$ cat src/rtl/sdma_pkg.sv
package sdma_pkg;

    localparam int WORD_W_DEF   = 12;
    localparam int OFS_W_DEF    = 12;
    localparam int EXT_W_DEF    = 3;
    localparam int SECT_LOG_DEF = 8;

    typedef enum logic [0:0] {
        ST_IDLE = 1'b0,
        ST_RUN  = 1'b1
    } run_state_t;

    typedef enum logic [0:0] {
        DIR_TO_MEM  = 1'b0,
        DIR_TO_DISK = 1'b1
    } dir_t;

    typedef struct packed {
        logic not_ready;
        logic drive_err;
        logic wlock;
    } fault_t;

    // Faults decided at the moment a start is taken.
    function automatic fault_t screen_start(input logic present,
                                            input logic protect,
                                            input dir_t dir);
        fault_t f;
        f = '0;
        if (!present) begin
            f.not_ready = 1'b1;
            f.drive_err = 1'b1;
        end else if (protect && dir == DIR_TO_DISK) begin
            f.wlock = 1'b1;
        end
        return f;
    endfunction

    // A slot in the upper half of a half-sector write carries zero fill.
    function automatic logic pad_slot(input dir_t dir, input logic half,
                                      input logic upper);
        return (dir == DIR_TO_DISK) && half && upper;
    endfunction

endpackage

$ cat src/rtl/sdma_seq.sv
module sdma_seq
    import sdma_pkg::*;
#(
    parameter int OFS_W    = OFS_W_DEF,
    parameter int EXT_W    = EXT_W_DEF,
    parameter int SECT_LOG = SECT_LOG_DEF
) (
    input  logic                clk,
    input  logic                rst,
    input  logic                start,
    input  logic                op_write,
    input  logic                op_half,
    input  logic [EXT_W-1:0]    op_ext,
    input  logic                op_cyl_hi,
    input  logic [OFS_W-1:0]    op_daddr,
    input  logic [OFS_W-1:0]    op_maddr,
    input  logic                drv_present,
    input  logic                drv_protect,
    input  logic                stall,
    output logic                busy,
    output logic                done,
    output fault_t              faults,
    output logic [OFS_W-1:0]    ma_q,
    output logic [EXT_W-1:0]    ext_q,
    output logic [OFS_W:0]      snum_q,
    output dir_t                dir_q,
    output logic                half_q,
    output logic                issue,
    output logic [SECT_LOG-1:0] iss_idx,
    output logic                s2_v,
    output logic [SECT_LOG-1:0] s2_idx
);
    localparam int CNT_W = SECT_LOG + 1;
    localparam logic [CNT_W-1:0] FULL_N = CNT_W'(1) << SECT_LOG;
    localparam logic [CNT_W-1:0] HALF_N = FULL_N >> 1;

    run_state_t        state;
    logic [CNT_W-1:0]  iss_cnt;
    logic [CNT_W-1:0]  total;
    logic [CNT_W-1:0]  mem_words;
    logic              last_wr;
    fault_t            chk;
    dir_t              dir_in;

    assign dir_in    = op_write ? DIR_TO_DISK : DIR_TO_MEM;
    assign chk       = screen_start(drv_present, drv_protect, dir_in);
    assign mem_words = half_q ? HALF_N : FULL_N;
    assign total     = (dir_q == DIR_TO_DISK) ? FULL_N : mem_words;
    assign issue     = (state == ST_RUN) && !stall && (iss_cnt < total);
    assign iss_idx   = iss_cnt[SECT_LOG-1:0];
    assign last_wr   = s2_v && ({1'b0, s2_idx} == total - CNT_W'(1));
    assign busy      = (state == ST_RUN);

    always_ff @(posedge clk) begin
        if (rst) begin
            state   <= ST_IDLE;
            done    <= 1'b0;
            faults  <= '0;
            ma_q    <= '0;
            ext_q   <= '0;
            snum_q  <= '0;
            dir_q   <= DIR_TO_MEM;
            half_q  <= 1'b0;
            iss_cnt <= '0;
            s2_v    <= 1'b0;
            s2_idx  <= '0;
        end else begin
            done <= 1'b0;
            case (state)
                ST_IDLE: begin
                    s2_v <= 1'b0;
                    if (start) begin
                        faults <= chk;
                        if (chk == '0) begin
                            state   <= ST_RUN;
                            ma_q    <= op_maddr;
                            ext_q   <= op_ext;
                            snum_q  <= {op_cyl_hi, op_daddr};
                            dir_q   <= dir_in;
                            half_q  <= op_half;
                            iss_cnt <= '0;
                        end else begin
                            done <= 1'b1;
                        end
                    end
                end
                default: begin
                    if (issue) iss_cnt <= iss_cnt + CNT_W'(1);
                    s2_v   <= issue;
                    s2_idx <= iss_idx;
                    if (last_wr) begin
                        state <= ST_IDLE;
                        done  <= 1'b1;
                        ma_q  <= ma_q + OFS_W'(mem_words);
                    end
                end
            endcase
        end
    end

endmodule

$ cat src/rtl/sdma_addr.sv
module sdma_addr #(
    parameter int OFS_W    = 12,
    parameter int EXT_W    = 3,
    parameter int SECT_LOG = 8
) (
    input  logic [EXT_W-1:0]          ext,
    input  logic [OFS_W-1:0]          ma,
    input  logic [OFS_W:0]            snum,
    input  logic [SECT_LOG-1:0]       idx,
    output logic [EXT_W+OFS_W-1:0]    pa,
    output logic [OFS_W+SECT_LOG:0]   da
);
    logic [OFS_W-1:0] ofs;

    // In-field sum drops its carry: the field bits stay fixed.
    assign ofs = ma + OFS_W'(idx);
    assign pa  = {ext, ofs};
    assign da  = {snum, idx};

endmodule

$ cat src/rtl/sdma_port.sv
module sdma_port
    import sdma_pkg::*;
#(
    parameter int WORD_W = 12,
    parameter int PA_W   = 15,
    parameter int DA_W   = 21
) (
    input  dir_t              dir,
    input  logic              half,
    input  logic              issue,
    input  logic              iss_upper,
    input  logic              s2_v,
    input  logic              s2_upper,
    input  logic [PA_W-1:0]   src_pa,
    input  logic [DA_W-1:0]   src_da,
    input  logic [PA_W-1:0]   dst_pa,
    input  logic [DA_W-1:0]   dst_da,
    input  logic [WORD_W-1:0] mem_rdata,
    input  logic [WORD_W-1:0] dsk_rdata,
    output logic              mem_en,
    output logic              mem_we,
    output logic [PA_W-1:0]   mem_addr,
    output logic [WORD_W-1:0] mem_wdata,
    output logic              dsk_en,
    output logic              dsk_we,
    output logic [DA_W-1:0]   dsk_addr,
    output logic [WORD_W-1:0] dsk_wdata
);
    always_comb begin
        mem_wdata = dsk_rdata;
        dsk_wdata = pad_slot(dir, half, s2_upper) ? '0 : mem_rdata;
        if (dir == DIR_TO_MEM) begin
            dsk_en   = issue;
            dsk_we   = 1'b0;
            dsk_addr = src_da;
            mem_en   = s2_v;
            mem_we   = s2_v;
            mem_addr = dst_pa;
        end else begin
            mem_en   = issue && !pad_slot(dir, half, iss_upper);
            mem_we   = 1'b0;
            mem_addr = src_pa;
            dsk_en   = s2_v;
            dsk_we   = s2_v;
            dsk_addr = dst_da;
        end
    end

endmodule

$ cat src/rtl/sdma_engine.sv
module sdma_engine
    import sdma_pkg::*;
#(
    parameter int WORD_W   = WORD_W_DEF,
    parameter int OFS_W    = OFS_W_DEF,
    parameter int EXT_W    = EXT_W_DEF,
    parameter int SECT_LOG = SECT_LOG_DEF,
    localparam int PA_W    = EXT_W + OFS_W,
    localparam int DA_W    = OFS_W + 1 + SECT_LOG
) (
    input  logic              clk,
    input  logic              rst,
    input  logic              start,
    input  logic              op_write,
    input  logic              op_half,
    input  logic [EXT_W-1:0]  op_ext,
    input  logic              op_cyl_hi,
    input  logic [OFS_W-1:0]  op_daddr,
    input  logic [OFS_W-1:0]  op_maddr,
    input  logic              drv_present,
    input  logic              drv_protect,
    input  logic              stall,
    output logic              busy,
    output logic              done,
    output logic              err_not_ready,
    output logic              err_drive,
    output logic              err_wlock,
    output logic [OFS_W-1:0]  ma_out,
    output logic              mem_en,
    output logic              mem_we,
    output logic [PA_W-1:0]   mem_addr,
    output logic [WORD_W-1:0] mem_wdata,
    input  logic [WORD_W-1:0] mem_rdata,
    output logic              dsk_en,
    output logic              dsk_we,
    output logic [DA_W-1:0]   dsk_addr,
    output logic [WORD_W-1:0] dsk_wdata,
    input  logic [WORD_W-1:0] dsk_rdata
);
    fault_t              faults;
    logic [EXT_W-1:0]    ext_q;
    logic [OFS_W:0]      snum_q;
    dir_t                dir_q;
    logic                half_q;
    logic                issue;
    logic                s2_v;
    logic [SECT_LOG-1:0] iss_idx;
    logic [SECT_LOG-1:0] s2_idx;
    logic [PA_W-1:0]     pa_slot [2];
    logic [DA_W-1:0]     da_slot [2];
    logic [SECT_LOG-1:0] idx_slot [2];

    sdma_seq #(.OFS_W(OFS_W), .EXT_W(EXT_W), .SECT_LOG(SECT_LOG)) u_seq (
        .clk(clk), .rst(rst), .start(start),
        .op_write(op_write), .op_half(op_half), .op_ext(op_ext),
        .op_cyl_hi(op_cyl_hi), .op_daddr(op_daddr), .op_maddr(op_maddr),
        .drv_present(drv_present), .drv_protect(drv_protect), .stall(stall),
        .busy(busy), .done(done), .faults(faults), .ma_q(ma_out),
        .ext_q(ext_q), .snum_q(snum_q), .dir_q(dir_q), .half_q(half_q),
        .issue(issue), .iss_idx(iss_idx), .s2_v(s2_v), .s2_idx(s2_idx)
    );

    assign idx_slot[0] = iss_idx;
    assign idx_slot[1] = s2_idx;

    // Slot 0 addresses the fetch side, slot 1 the landing side.
    for (genvar g = 0; g < 2; g++) begin : g_addr
        sdma_addr #(.OFS_W(OFS_W), .EXT_W(EXT_W), .SECT_LOG(SECT_LOG)) u_addr (
            .ext(ext_q), .ma(ma_out), .snum(snum_q), .idx(idx_slot[g]),
            .pa(pa_slot[g]), .da(da_slot[g])
        );
    end

    sdma_port #(.WORD_W(WORD_W), .PA_W(PA_W), .DA_W(DA_W)) u_port (
        .dir(dir_q), .half(half_q),
        .issue(issue), .iss_upper(iss_idx[SECT_LOG-1]),
        .s2_v(s2_v), .s2_upper(s2_idx[SECT_LOG-1]),
        .src_pa(pa_slot[0]), .src_da(da_slot[0]),
        .dst_pa(pa_slot[1]), .dst_da(da_slot[1]),
        .mem_rdata(mem_rdata), .dsk_rdata(dsk_rdata),
        .mem_en(mem_en), .mem_we(mem_we), .mem_addr(mem_addr), .mem_wdata(mem_wdata),
        .dsk_en(dsk_en), .dsk_we(dsk_we), .dsk_addr(dsk_addr), .dsk_wdata(dsk_wdata)
    );

    assign err_not_ready = faults.not_ready;
    assign err_drive     = faults.drive_err;
    assign err_wlock     = faults.wlock;

endmodule

$ cat config.mk
export PLATFORM = sky130hd
export DESIGN_NAME = sdma_engine
export DESIGN_NICKNAME = d
export VERILOG_FILES = /design/src/rtl/sdma_pkg.sv /design/src/rtl/sdma_seq.sv /design/src/rtl/sdma_addr.sv /design/src/rtl/sdma_port.sv /design/src/rtl/sdma_engine.sv
export SDC_FILE = /design/constraint.sdc
export NUM_CORES = 1
export LEC_CHECK = 0
export BUFFER_PORTS_ARGS = -buffer_cell sky130_fd_sc_hd__buf_4
export CORE_ASPECT_RATIO = 0.5
export CORE_MARGIN = 2
export CORE_UTILIZATION = 28
export DETAILED_ROUTE_END_ITERATION = 8
export GPL_TIMING_DRIVEN = 0
export SYNTH_ARGS = -nofsm -noshare
export SYNTH_HDL_FRONTEND = slang
export SYNTH_SLANG_ARGS = --single-unit
$ cat constraint.sdc
create_clock -name clk -period 3.8 [get_ports clk]
set_clock_uncertainty 0.1 [all_clocks]
set_input_delay 0.76 -clock clk [delete_from_list [all_inputs] [get_ports clk]]
set_output_delay 0.76 -clock clk [all_outputs]
set_load 0.05 [all_outputs]
Word level (Yosys, flattened, before mapping)

Cells that the tools add are included.

Flip-flop bits (word level): 53
Bits in latches: 0
RAM bits: 0
Memory bits (read-only): 0
Input bits: 60
Word-level logic and storage cells: 70
Memories: 0

$add $sub $neg: 5
$mul: 0
Divide/modulo/power cells: 0
$lt $le $gt $ge: 1
Eq/ne operators: 3
Shifts and indexed selects: 0
Multiplexer cells: 29
Bitwise operators: 1
Reductions and logical operators: 18

Operators by type and width:

| cell                  | number |
|---|---|
| $mux W12              | 6 |
| $mux W9               | 6 |
| $add A12 B8 Y12       | 2 |
| $mux W1               | 15 |
| $add A12 B9 Y12       | 1 |
| $add A9 B1 Y9 const B | 1 |
| $eq A8 B9 Y1          | 1 |
| $lt A9 B9 Y1          | 1 |
| $reduce_and A3 Y1     | 3 |
| $sub A9 B1 Y9 const B | 1 |
| $logic_and A1 B1 Y1   | 8 |
| $mux W8               | 1 |
| $reduce_bool A2 Y1    | 2 |
| $logic_not A3 Y1      | 1 |
| $logic_not A1 Y1      | 2 |
| $mux W2               | 1 |
| $ne A2 B1 Y1 const B  | 1 |
| $ne A2 B2 Y1 const B  | 1 |
| $reduce_and A2 Y1     | 1 |
| $reduce_or A2 Y1      | 1 |
| $not A1 Y1            | 1 |

Longest topological paths before layout

Gate-level depths: netlist of the first run.

Depth after elaboration: 8
Mapped depth: 9
Depth with buffers taken out: 7

Cells and area by module

A second synthesis of the first run with hierarchy kept.

Cells, all modules: 520
Area total of the unflattened synthesis: 4425.5 sq um

By module, submodules not included:

| module    | times used | cells each | area each (sq um) | seq. area each (sq um) |
|---|---|---|---|---|
| sdma_seq  | 1          | 262        | 2213.4            | 1041.0 |
| sdma_addr | 2          | 93         | 696.9             | 0.0 |
| sdma_port | 1          | 72         | 818.3             | 0.0 |

Worst setup path after synthesis of the first run

No wires, ideal clock.

Kind: reg-to-output
From: register u_seq.dir_q
To: output port mem_addr[6]
Data arrival time: 2840 ps
Data required time: 2940 ps
Path slack: 100 ps
Stages on the path, launching flop included: 9
Buffers on the path: 2
Cell sequence: dfxtp_1 buf_6 clkbuf_1 mux2_2 ha_1 fa_1 a21oi_1 o221ai_1 xor2_1

Longest elaborated chain between the ends: 1

RTL lines:

| what                     | RTL line          | source |
|---|---|---|
| start: declaration       | sdma_seq.sv:26    | `output dir_t dir_q,` |
| start signal: assignment | sdma_seq.sv:79    | `dir_q <= dir_in;` |
| $mux W12                 | sdma_port.sv:32   | `if (dir == DIR_TO_MEM) begin` |
| end: declaration         | sdma_engine.sv:31 | `output logic [PA_W-1:0] mem_addr,` |

Every way passes these cells.

Worst setup path after layout of the first run

From: register u_seq.dir_q
To: output port mem_addr[9]

The elaborated chain is that of the path after synthesis.

==> results of run 1 <==
==> flip-flops by register name, indices dropped and copies added (netlist names) <==
| signal | cells |
|---|---|
| u_seq.dir_q | 1 |
| u_seq.busy | 1 |
| u_seq.ma_q | 12 |
| u_seq.s2_v | 1 |
| u_seq.iss_cnt | 9 |
| u_seq.done | 1 |
| u_seq.s2_idx | 8 |
| u_seq.snum_q | 13 |
| u_seq.ext_q | 3 |
| u_seq.faults | 2 |
| u_seq.half_q | 1 |
==> per-stage QoR <==
| stage | utilization (%) | hold slack, ps |
|---|---|---|
| CTS | 40.7 | 358 |
| global route | 41.0 | 376 |
| floorplan | - | 337 |
| global placement | 39.3 | 343 |
| finish | 41.0 | 357 |
| detailed placement | 39.3 | 349 |
==> area by class of cell <==
cell class	count	share of cell area, %
Multi-Input combinational cell	277	41.0
Sequential cell	52	22.9
Timing Repair Buffer	127	21.0
Buffer	48	6.86
Tap cell	145	3.99
Clock buffer	8	3.22
Inverter	13	1.07
==> repair_timing <==
item                                    4_1_cts  5_1_grt
hold endpoints to repair                      0        0
resized for setup                             5        9
pin swaps                                     1        2
endpoints found under the setup margin        7        7
==> cell usage after synthesis (2+ instances only) <==
cell type,count
nand2b_1,4
or4_1,3
nor2_1,16
o21ai_0,6
xnor2_1,8
nand3_1,14
nor3_1,2
buf_2,12
a31o_2,2
xor2_1,3
mux2i_1,11
o31ai_1,2
a32oi_1,2
dfxtp_1,52
a211o_1,2
a2111o_1,4
clkbuf_1,9
nand2_1,67
o211ai_1,3
nor2b_1,4
and2_1,13
inv_1,12
a21oi_1,39
and4_1,2
a21boi_0,2
fa_1,2
a31oi_1,3
o221ai_1,4
mux2_2,17
o2111ai_1,5
nand4_1,7
buf_4,26
ha_1,12
a211oi_1,2
==> cell families (layout without fill, tap and decap cells) <==
| group | count (synthesis) | count (layout) |
|---|---|---|
| multiplexers | 28 | 28 |
| buffers and inverters | 61 | 196 |
| AND/OR/NAND/NOR | 139 | 139 |
| flip-flops | 52 | 52 |
| XOR/XNOR | 11 | 11 |
| adder cells (fa/ha/maj) | 14 | 14 |
| AO/OA/AOI/OAI | 85 | 85 |
==> power by group through the flow <==
stage / combinational (uW) / sequential [uW] / clock (uW)
after floorplan: 220 / 624 / 0
after global placement: 381 / 593 / 0
after detailed placement: 383 / 593 / 0
after CTS: 384 / 581 / 478
after global routing: 406 / 584 / 499
final: 384 / 581 / 465
==> layer usage <==
| metal | global-route usage (%) | vias up | part of all wire [%] |
|---|---|---|---|
| met4 | 3.94 | 0 | 1.2 |
| li1 | - | 1610 | - |
| met3 | 3.09 | 8 | 6.0 |
| met5 | 0 | - | 0 |
| met1 | 19.0 | 1530 | 46 |
| met2 | 26.9 | 99 | 47 |
==> placed cells by master (no fill, tap or decap), drive strengths merged, types with 8 or more instances in the layout <==
master  Yosys  final
ha         12     12
dfxtp      52     52
inv        12     12
mux2       17     17
and2       13     13
buf        39    168
nor2       16     16
clkbuf      9     15
nand3      14     14
mux2i      11     11
a21oi      39     39
xnor2       8      8
nand2      67     67
==> critical path: stages, from the launching register on <==
cell	delay, ps
dfxtp_1	330
buf_6	140
buf_6	170
mux2_2	390
ha_1	310
a211oi_2	270
o211ai_1	240
a211o_1	310
o2111ai_1	100
buf_4	230
==> worst max path at each step <==
stage	end	slack, ps	cells after the start
finish	mem_addr[9]	140	9
global route	mem_addr[9]	20	9
CTS	mem_addr[10]	3	10
detailed placement	mem_addr[10]	-60	10
global placement	mem_addr[10]	-20	10
floorplan	mem_addr[6]	100	8
==> summary.md, run 1 <==
| Metric | Value |
|---|---|
| Status | `finished, final reports clean` |
| CTS tree | `yes` |
| Final WL | `9700 um` |
| Fin crit period | `3660 ps` |
| CP endpoint kind | `primary output` |
| Combinational power share | `26.8%` |
| Actual slew at the worst max-slew pin | `566 ps` |
| Post-Synthesis Cell Area | `0.00322 mm^2` |
| Initial Utilization | `29.0%` |
| Area of the multi-input gates | `0.00186 mm^2` |
| Drt initial violations | `210` |
| H-tree Lvls | `2` |
| Crit path DAT | `2800 ps` |
| Setup tns final | `0 ps` |
| Die width | `156 um` |
| Compound-gate portion of the synthesized area | `17.7%` |
| Placed inst area | `0.00435 mm^2` |
| Final hold viol count | `0` |
| Hold buffers post-CTS | `0` |
| Post-CTS Setup Repair Bufs | `0` |
| Cell types occupying the most area after synthesis | `dfxtp_1 (32%), nand2_1 (7.8%), a21oi_1 (6.1%)` |
| Fillers | `1149` |
| Simple-gate area share of the yosys netlist | `20.8%` |
| Synthesis warning total | `0` |
| Io pins | `141` |
| Area grow syn2layout | `41.3%` |
| Final WS setup | `141 ps` |
| CTS root buf | `clkbuf_16` |
| Flop pwr share | `40.6%` |
| DIE HEIGHT | `79.8 um` |
| Core area | `0.0111 mm^2` |
| Total power | `1430 uW` |
| Number of synthesized flops with an enable pin | `0` |
| Post-Synth XOR/XNOR Area | `2.99%` |
| Synthesis-stage register bit count | `52` |
| Final ANT Viol Nets | `0` |
| Endpoint, Worst Hold | `u_seq.snum_q[2]` |
| Hold path depth | `2` |
| CP Max Fanout | `10` |
| Vias per Instance | `4.85` |
| Peak supply drop | `0.159 mV` |
| Synth Area in Adders | `5.91%` |
| Clk buf depth | `2` |
| Synth area leader | `dfxtp_1` |
| Post-synthesis mux area share | `9.37%` |
| PwrDens | `315 mW/mm^2` |
| Async SR Flop Fraction | `0%` |
| Worst R2R Path Depth | `6` |
| Main synth FF type | `dfxtp_1` |
| Switching pwr | `462 uW` |
| Avg Cell Area, Syn | `8.25 um^2` |
| Antenna diodes | `0` |
| Largest net degree at the start of global routing | `15` |
| Worst-Skew Late Latency | `290 ps` |
| Min-Delay Startpoint | `u_seq.snum_q[2]` |
| Post-Layout Inst Area | `0.00454 mm^2` |
| Drt wl/cell | `14.5 um` |
| Tcrit/Tclk final | `96.3%` |
| Max-Slew Margin vs Limit | `62.3%` |
| P_leak | `0.00203 uW` |
| Critical Path Source Type | `register` |
| Seq/Total Area, Yosys | `32.4%` |
| Post-DP HPWL | `7470 um` |
| Drt drc | `0` |
| Syn Nets | `464` |
| RSZ-0062 raised after global routing | `false` |
| Fmax | `0.273 GHz` |
| Final Max Slew Viols | `0` |
| Combinational family with the most area after synthesis | `simple AND/OR/NAND/NOR gates` |
| Synth Instances | `390` |
| Worst-path clk slew | `70 ps` |
| Maxcap violations | `0` |
| Clock Sinks | `52` |
| Pre-Repair DR Iteration Count | `4` |
| DP Worst Slack | `-63.8 ps` |
| Critical path class | `register to primary output` |
| Total number of vias | `3247` |
| R2r setup slk | `1760 ps` |
| Internal power | `967 uW` |
| Clock share of power | `32.5%` |
| Global route overflow | `0` |
| Register Area | `0.00104 mm^2` |
| Worst path required time | `2940 ps` |
| Die area | `0.0124 mm^2` |
| Reg-to-reg critical path startpoint | `u_seq.half_q` |
| First-pass GRT wire length | `14900 um` |
| Vias in the first global route | `3027` |
| Fraction of layout cells with a size suffix above 1 | `38.7%` |
| Site Rows | `27` |
| Port Buf Inserts | `127` |
| Hold Path Class | `register to register` |
| Cts bufs inserted | `5` |
| Synth top area share | `32.4%` |
| Sw Share | `32.3%` |
| Yosys cell types | `52` |
| Worst setup startpoint | `u_seq.dir_q` |
| R2r endpoint | `u_seq.iss_cnt[8]` |
| Inst Count DP | `662` |
| Setup violators final | `0` |
| Fin cells | `670` |
| Layout Nets | `598` |
| Antenna violations before repair | `0` |
| Tot GR Track Use | `15.2%` |
| RePlAce Congestion | `0.831` |
No activity file was read; power rests on OpenSTA's default activity.
==> run 2, diff against run 1 <==
--- a/config.mk
+++ b/config.mk
@@ -5,7 +5,7 @@
 export SDC_FILE = /design/constraint.sdc
 export NUM_CORES = 1
 export LEC_CHECK = 0
-export BUFFER_PORTS_ARGS = -buffer_cell sky130_fd_sc_hd__buf_4
+export BUFFER_PORTS_ARGS = -buffer_cell sky130_fd_sc_hd__buf_2
 export CORE_ASPECT_RATIO = 0.5
 export CORE_MARGIN = 2
 export CORE_UTILIZATION = 28
==> run 2 against run 1 <==
  * Critical path depth is 1 higher
  * Maximum frequency is 0.40% lower
  * Final area is 5.8% lower
  * Critical path type unchanged
  * Largest power group unchanged
==> summary.md, run 2 (same netlist as run 1, synthesis figures left out) <==
| Metric | Value |
|---|---|
| H-tree Lvls | `2` |
| Peak supply drop | `0.205 mV` |
| Core area | `0.0111 mm^2` |
| CP Max Fanout | `10` |
| Internal power | `984 uW` |
| Vias per Instance | `4.78` |
| Post-Layout Inst Area | `0.00428 mm^2` |
| Fin cells | `671` |
| Post-DP HPWL | `7130 um` |
| Critical Path Source Type | `register` |
| Global route overflow | `0` |
| Max-Slew Margin vs Limit | `62.6%` |
| First-pass GRT wire length | `14200 um` |
| Combinational power share | `23.9%` |
| Setup tns final | `0 ps` |
| Hold buffers post-CTS | `0` |
| Vias in the first global route | `2831` |
| Largest regs | `u_seq.snum_q (13), u_seq.ma_q (12), u_seq.iss_cnt (9)` |
| Site Rows | `27` |
| Pre-Repair DR Iteration Count | `4` |
| Crit path DAT | `2810 ps` |
| Most flop-heavy register | `u_seq.snum_q` |
| Largest net degree at the start of global routing | `18` |
| Final ANT Viol Nets | `0` |
| Layout Nets | `599` |
| Area of the multi-input gates | `0.00187 mm^2` |
| CTS tree | `yes` |
| Worst-Skew Late Latency | `300 ps` |
| CP endpoint kind | `primary output` |
| Commonest non-fill, non-tap cell in the layout | `buf_2` |
| Clock Sinks | `52` |
| Area grow syn2layout | `33.0%` |
| Switching pwr | `475 uW` |
| Placed inst area | `0.00403 mm^2` |
| Sw Share | `32.6%` |
| Die width | `156 um` |
| Drt wl/cell | `13.9 um` |
| Most frequent cells in the layout | `buf_2 (134), nand2_1 (67), dfxtp_1 (52)` |
| Flop pwr share | `39.8%` |
| Fmax | `0.272 GHz` |
| Final hold viol count | `0` |
| CP dominant cell by count | `buf_4` |
| Actual slew at the worst max-slew pin | `560 ps` |
| Status | `finished, final reports clean` |
| PwrDens | `341 mW/mm^2` |
| Final WL | `9350 um` |
| Port Buf Inserts | `127` |
| Total number of vias | `3205` |
| Fraction of layout cells with a size suffix above 1 | `39.4%` |
| Maxcap violations | `0` |
| Clock share of power | `36.4%` |
| RSZ-0062 raised after global routing | `false` |
| Drt initial violations | `232` |
| Antenna diodes | `0` |
| Final Max Slew Viols | `0` |
| Max reg flops | `13` |
| CTS root buf | `clkbuf_16` |
| Die area | `0.0124 mm^2` |
| Tcrit/Tclk final | `96.7%` |
| Register Area | `0.00104 mm^2` |
| Drt drc | `0` |
| Clk buf depth | `2` |
| Worst path required time | `2940 ps` |
| Slowest-stage cell, CP | `mux2_2` |
| CP Cell Sequence | `buf_6, clkbuf_8, mux2_2, ha_1, a211oi_2, o211ai_1, buf_4, a211o_1, o2111ai_1, buf_4` |
| RePlAce Congestion | `0.793` |
| Tot GR Track Use | `14.6%` |
| Fin crit period | `3670 ps` |
| Setup violators final | `0` |
| Antenna violations before repair | `0` |
| Io pins | `141` |
| Hold Path Class | `register to register` |
| Worst-path clk slew | `80 ps` |
| Total power | `1460 uW` |
| Fillers | `1166` |
| P_leak | `0.00199 uW` |
| DIE HEIGHT | `79.8 um` |
| Cts bufs inserted | `5` |
| Inst Count DP | `662` |
| Critical path class | `register to primary output` |
| Initial Utilization | `29.0%` |
| Largest stage delay on the critical path | `390 ps` |
[run 2: changes by cell type in the layout (fill, tap and decap cells not counted), sizes merged]
cell,change
clkinv,+2
bufinv,+1
buf,-2
[run 2: layout make-up]
class,count,share of cell area (%)
clock inverter,3,1.11
inverter,13,1.14
tap,145,4.24
sequential,52,24.3
multi-input combinational,277,43.6
timing repair buffer,128,15.3
clock buffer,5,2.92
buffer,48,7.34
[run 2: through the flow]
stage | setup WS (ps) | hold slack, ps | utilization, %
6_report | 126 | 356 | 38.6
2_1_floorplan | 100 | 337 | -
4_1_cts | 47.1 | 359 | 38.2
5_1_grt | 24.7 | 376 | 38.6
3_3_place_gp | -77.4 | 340 | 36.4
3_5_place_dp | -118 | 348 | 36.4
[run 2: power by group through the flow]
stage	clock network [uW]	logic [uW]	registers (uW)
CTS	553	347	580
global route	571	371	583
finish	530	348	580
detailed placement	0	344	592
floorplan	0	220	624
global placement	0	343	592
[run 2: per-layer routing]
metal / global-route usage, % / up-vias / wire length, um
met3: 2.82 / 6 / 640
li1: - / 1623 / -
met1: 18.4 / 1446 / 4180
met2: 26.0 / 130 / 4450
met4: 3.39 / 0 / 82
met5: 0 / - / 0
[run 2: path summary, 6_finish.rpt]
kind	startpoint	end	slack, ps	cells after the start
worst max-delay path	u_seq.dir_q	mem_addr[9]	130	10
worst min-delay path	u_seq.faults[0]	u_seq.faults[0]	360	2
worst max register to register	u_seq.half_q	u_seq.iss_cnt[8]	1770	7
worst min register to register	u_seq.faults[0]	u_seq.faults[0]	360	2
[run 2: what timing repair did]
| action | in CTS | in global routing |
|---|---|---|
| buffers inserted | 0 | 1 |
| resized for setup | 9 | 11 |
| endpoints found under the hold margin | 0 | 0 |
| pin swaps | 1 | 2 |
| setup endpoints to repair | 8 | 6 |
[run 2: critical path, delay by kind of cell (launching register included)]
family,cells,cell delay (ps)
AOI/OAI and AO/OA,4,770
muxes,1,390
DFF,1,330
adders and majority gates,1,310
buffers and inverters,4,720
==> run 3, diff against run 2 <==
--- a/config.mk
+++ b/config.mk
@@ -7,7 +7,6 @@
 export LEC_CHECK = 0
 export BUFFER_PORTS_ARGS = -buffer_cell sky130_fd_sc_hd__buf_2
 export CORE_ASPECT_RATIO = 0.5
-export CORE_MARGIN = 2
 export CORE_UTILIZATION = 28
 export DETAILED_ROUTE_END_ITERATION = 8
 export GPL_TIMING_DRIVEN = 0
==> constraint.sdc (replaced) <==
create_clock -name clk -period 3.6 [get_ports clk]
set_clock_uncertainty 0.1 [all_clocks]
set_input_delay 0.72 -clock clk [delete_from_list [all_inputs] [get_ports clk]]
set_output_delay 0.72 -clock clk [all_outputs]
set_load 0.05 [all_outputs]
==> run 3 against run 2 <==
  * Setup slack worse by 9.2 ps
  * Core utilization grew 1.5 points
  * Critical path depth unchanged
==> summary.md, run 3 (same netlist as run 1, synthesis figures left out) <==
| Metric | Value |
|---|---|
| Clock Sinks | `52` |
| Final WL | `9490 um` |
| Worst-Skew Late Latency | `300 ps` |
| RePlAce Congestion | `0.824` |
| CTS root buf | `clkbuf_16` |
| Die area | `0.0119 mm^2` |
| Status | `finished, final reports clean` |
| Worst R2R Path Depth | `8` |
| Max-Slew Margin vs Limit | `61.6%` |
| Worst-path clk slew | `80 ps` |
| Initial Utilization | `29.0%` |
| Fin cells | `680` |
| PwrDens | `350 mW/mm^2` |
| Reg-to-reg critical path startpoint | `u_seq.dir_q` |
| Pre-Repair DR Iteration Count | `4` |
| Antenna violations before repair | `0` |
| Antenna diodes | `0` |
| R2r endpoint | `u_seq.iss_cnt[8]` |
| Core area | `0.0111 mm^2` |
| Total number of vias | `3320` |
| Largest stage delay on the critical path | `400 ps` |
| CP endpoint kind | `primary output` |
| First-pass GRT wire length | `14800 um` |
| Maxcap violations | `0` |
| Global route overflow | `0` |
| Final Max Slew Viols | `0` |
| Most frequent cells in the layout | `buf_2 (134), nand2_1 (67), dfxtp_1 (52)` |
| Largest net degree at the start of global routing | `17` |
| Port Buf Inserts | `127` |
| Io pins | `141` |
| Critical path class | `register to primary output` |
| Most flop-heavy register | `u_seq.snum_q` |
| Post-DP HPWL | `7070 um` |
| Hold Path Class | `register to register` |
| Cts bufs inserted | `5` |
| Hold buffers post-CTS | `0` |
| Inst Count DP | `662` |
| Drt initial violations | `210` |
| Setup violators final | `0` |
| DIE HEIGHT | `77.8 um` |
| CTS tree | `yes` |
| Actual slew at the worst max-slew pin | `573 ps` |
| Crit path DAT | `2660 ps` |
| CP Cell Sequence | `buf_6, clkbuf_16, mux2_2, ha_2, fa_2, a21oi_4, inv_1, a21oi_1, xnor2_1, clkbuf_4` |
| Commonest non-fill, non-tap cell in the layout | `buf_2` |
| Vias per Instance | `4.88` |
| Final ANT Viol Nets | `0` |
| Fraction of layout cells with a size suffix above 1 | `41.7%` |
| Cell family with most CP delay | `adder cells` |
| Layout Nets | `608` |
| Tcrit/Tclk final | `96.8%` |
| Buf+Inv Stages, Crit Path | `4` |
| Peak supply drop | `0.276 mV` |
| Worst path required time | `2780 ps` |
| Fmax | `0.287 GHz` |
| Fin crit period | `3480 ps` |
| Area grow syn2layout | `38.0%` |
| Crit path capture | `mem_addr[4]` |
| Site Rows | `27` |
| Drt drc | `0` |
| CP Max Fanout | `8` |
| Clk buf depth | `2` |
| Final hold viol count | `0` |
| Max reg flops | `13` |
| Critical Path Source Type | `register` |
| Vias in the first global route | `2964` |
| Die width | `154 um` |
| H-tree Lvls | `2` |
| Tot GR Track Use | `15.6%` |
| Largest regs | `u_seq.snum_q (13), u_seq.ma_q (12), u_seq.iss_cnt (9)` |
| Slowest-stage cell, CP | `fa_2` |
| Instance count on the critical path | `10` |
| R2r setup slk | `1550 ps` |
| Drt wl/cell | `14.0 um` |
| WHS | `355 ps` |
| Worst setup startpoint | `u_seq.dir_q` |
| P_leak | `0.00205 uW` |
==> run 3: worst min path at each step <==
stage | startpoint | end | slack [ps] | depth (start not counted)
2_1_floorplan | u_seq.snum_q[0] | u_seq.snum_q[0] | 340 | 2
3_3_place_gp | u_seq.faults[0] | u_seq.faults[0] | 340 | 2
3_5_place_dp | u_seq.faults[0] | u_seq.faults[0] | 350 | 2
4_1_cts | u_seq.faults[0] | u_seq.faults[0] | 360 | 2
5_1_grt | u_seq.snum_q[10] | u_seq.snum_q[10] | 380 | 2
6_report | u_seq.faults[0] | u_seq.faults[0] | 350 | 2
==> run 3: cell type report <==
class | instances | area, um^2
Fill cell | 1157 | 6640
Multi-Input combinational cell | 277 | 1940
Sequential cell | 52 | 1040
Timing Repair Buffer | 137 | 731
Buffer | 48 | 333
Tap cell | 145 | 181
Clock buffer | 5 | 125
Inverter | 13 | 48.8
Clock inverter | 3 | 42.5
==> run 3: where the power goes <==
group	switching [uW]	internal, uW	leakage [uW]
clock	233	328	0.0000798
combinational	257	124	0.00155
sequential	19.7	594	0.000422
==> run 3: routing by layer <==
layer | GRT usage (%) | share of wire, %
met5 | 0 | 0
met4 | 4.50 | 2.0
met3 | 3.07 | 5.1
met2 | 27.0 | 47
met1 | 19.7 | 46
==> run 3: timing repair <==
item / in CTS / in global routing
cloned: 0 / 0
setup buffers: 0 / 10
endpoints found under the setup margin: 9 / 7
resized for setup: 16 / 13
pin swaps: 4 / 8
==> run 3: worst min-delay path, stage by stage (launching register included) <==
cell	delay, ps
dfxtp_1	310
nand2_1	50
a21oi_1	50
==> run 3: metrics by stage <==
step / setup slack (ps) / utilization, % / setup TNS (ps) / power (uW) / cell area [um^2]
6_report: 117 / 40.1 / 0 / 1550 / 4440
5_1_grt: -14.7 / 40.1 / -20.2 / 1620 / 4440
4_1_cts: 16.6 / 38.7 / 0 / 1560 / 4280
3_5_place_dp: -292 / 36.6 / -1220 / 990 / 4060
3_3_place_gp: -231 / 36.6 / -787 / 987 / 4060
2_1_floorplan: 83.4 / - / 0 / 893 / 3240
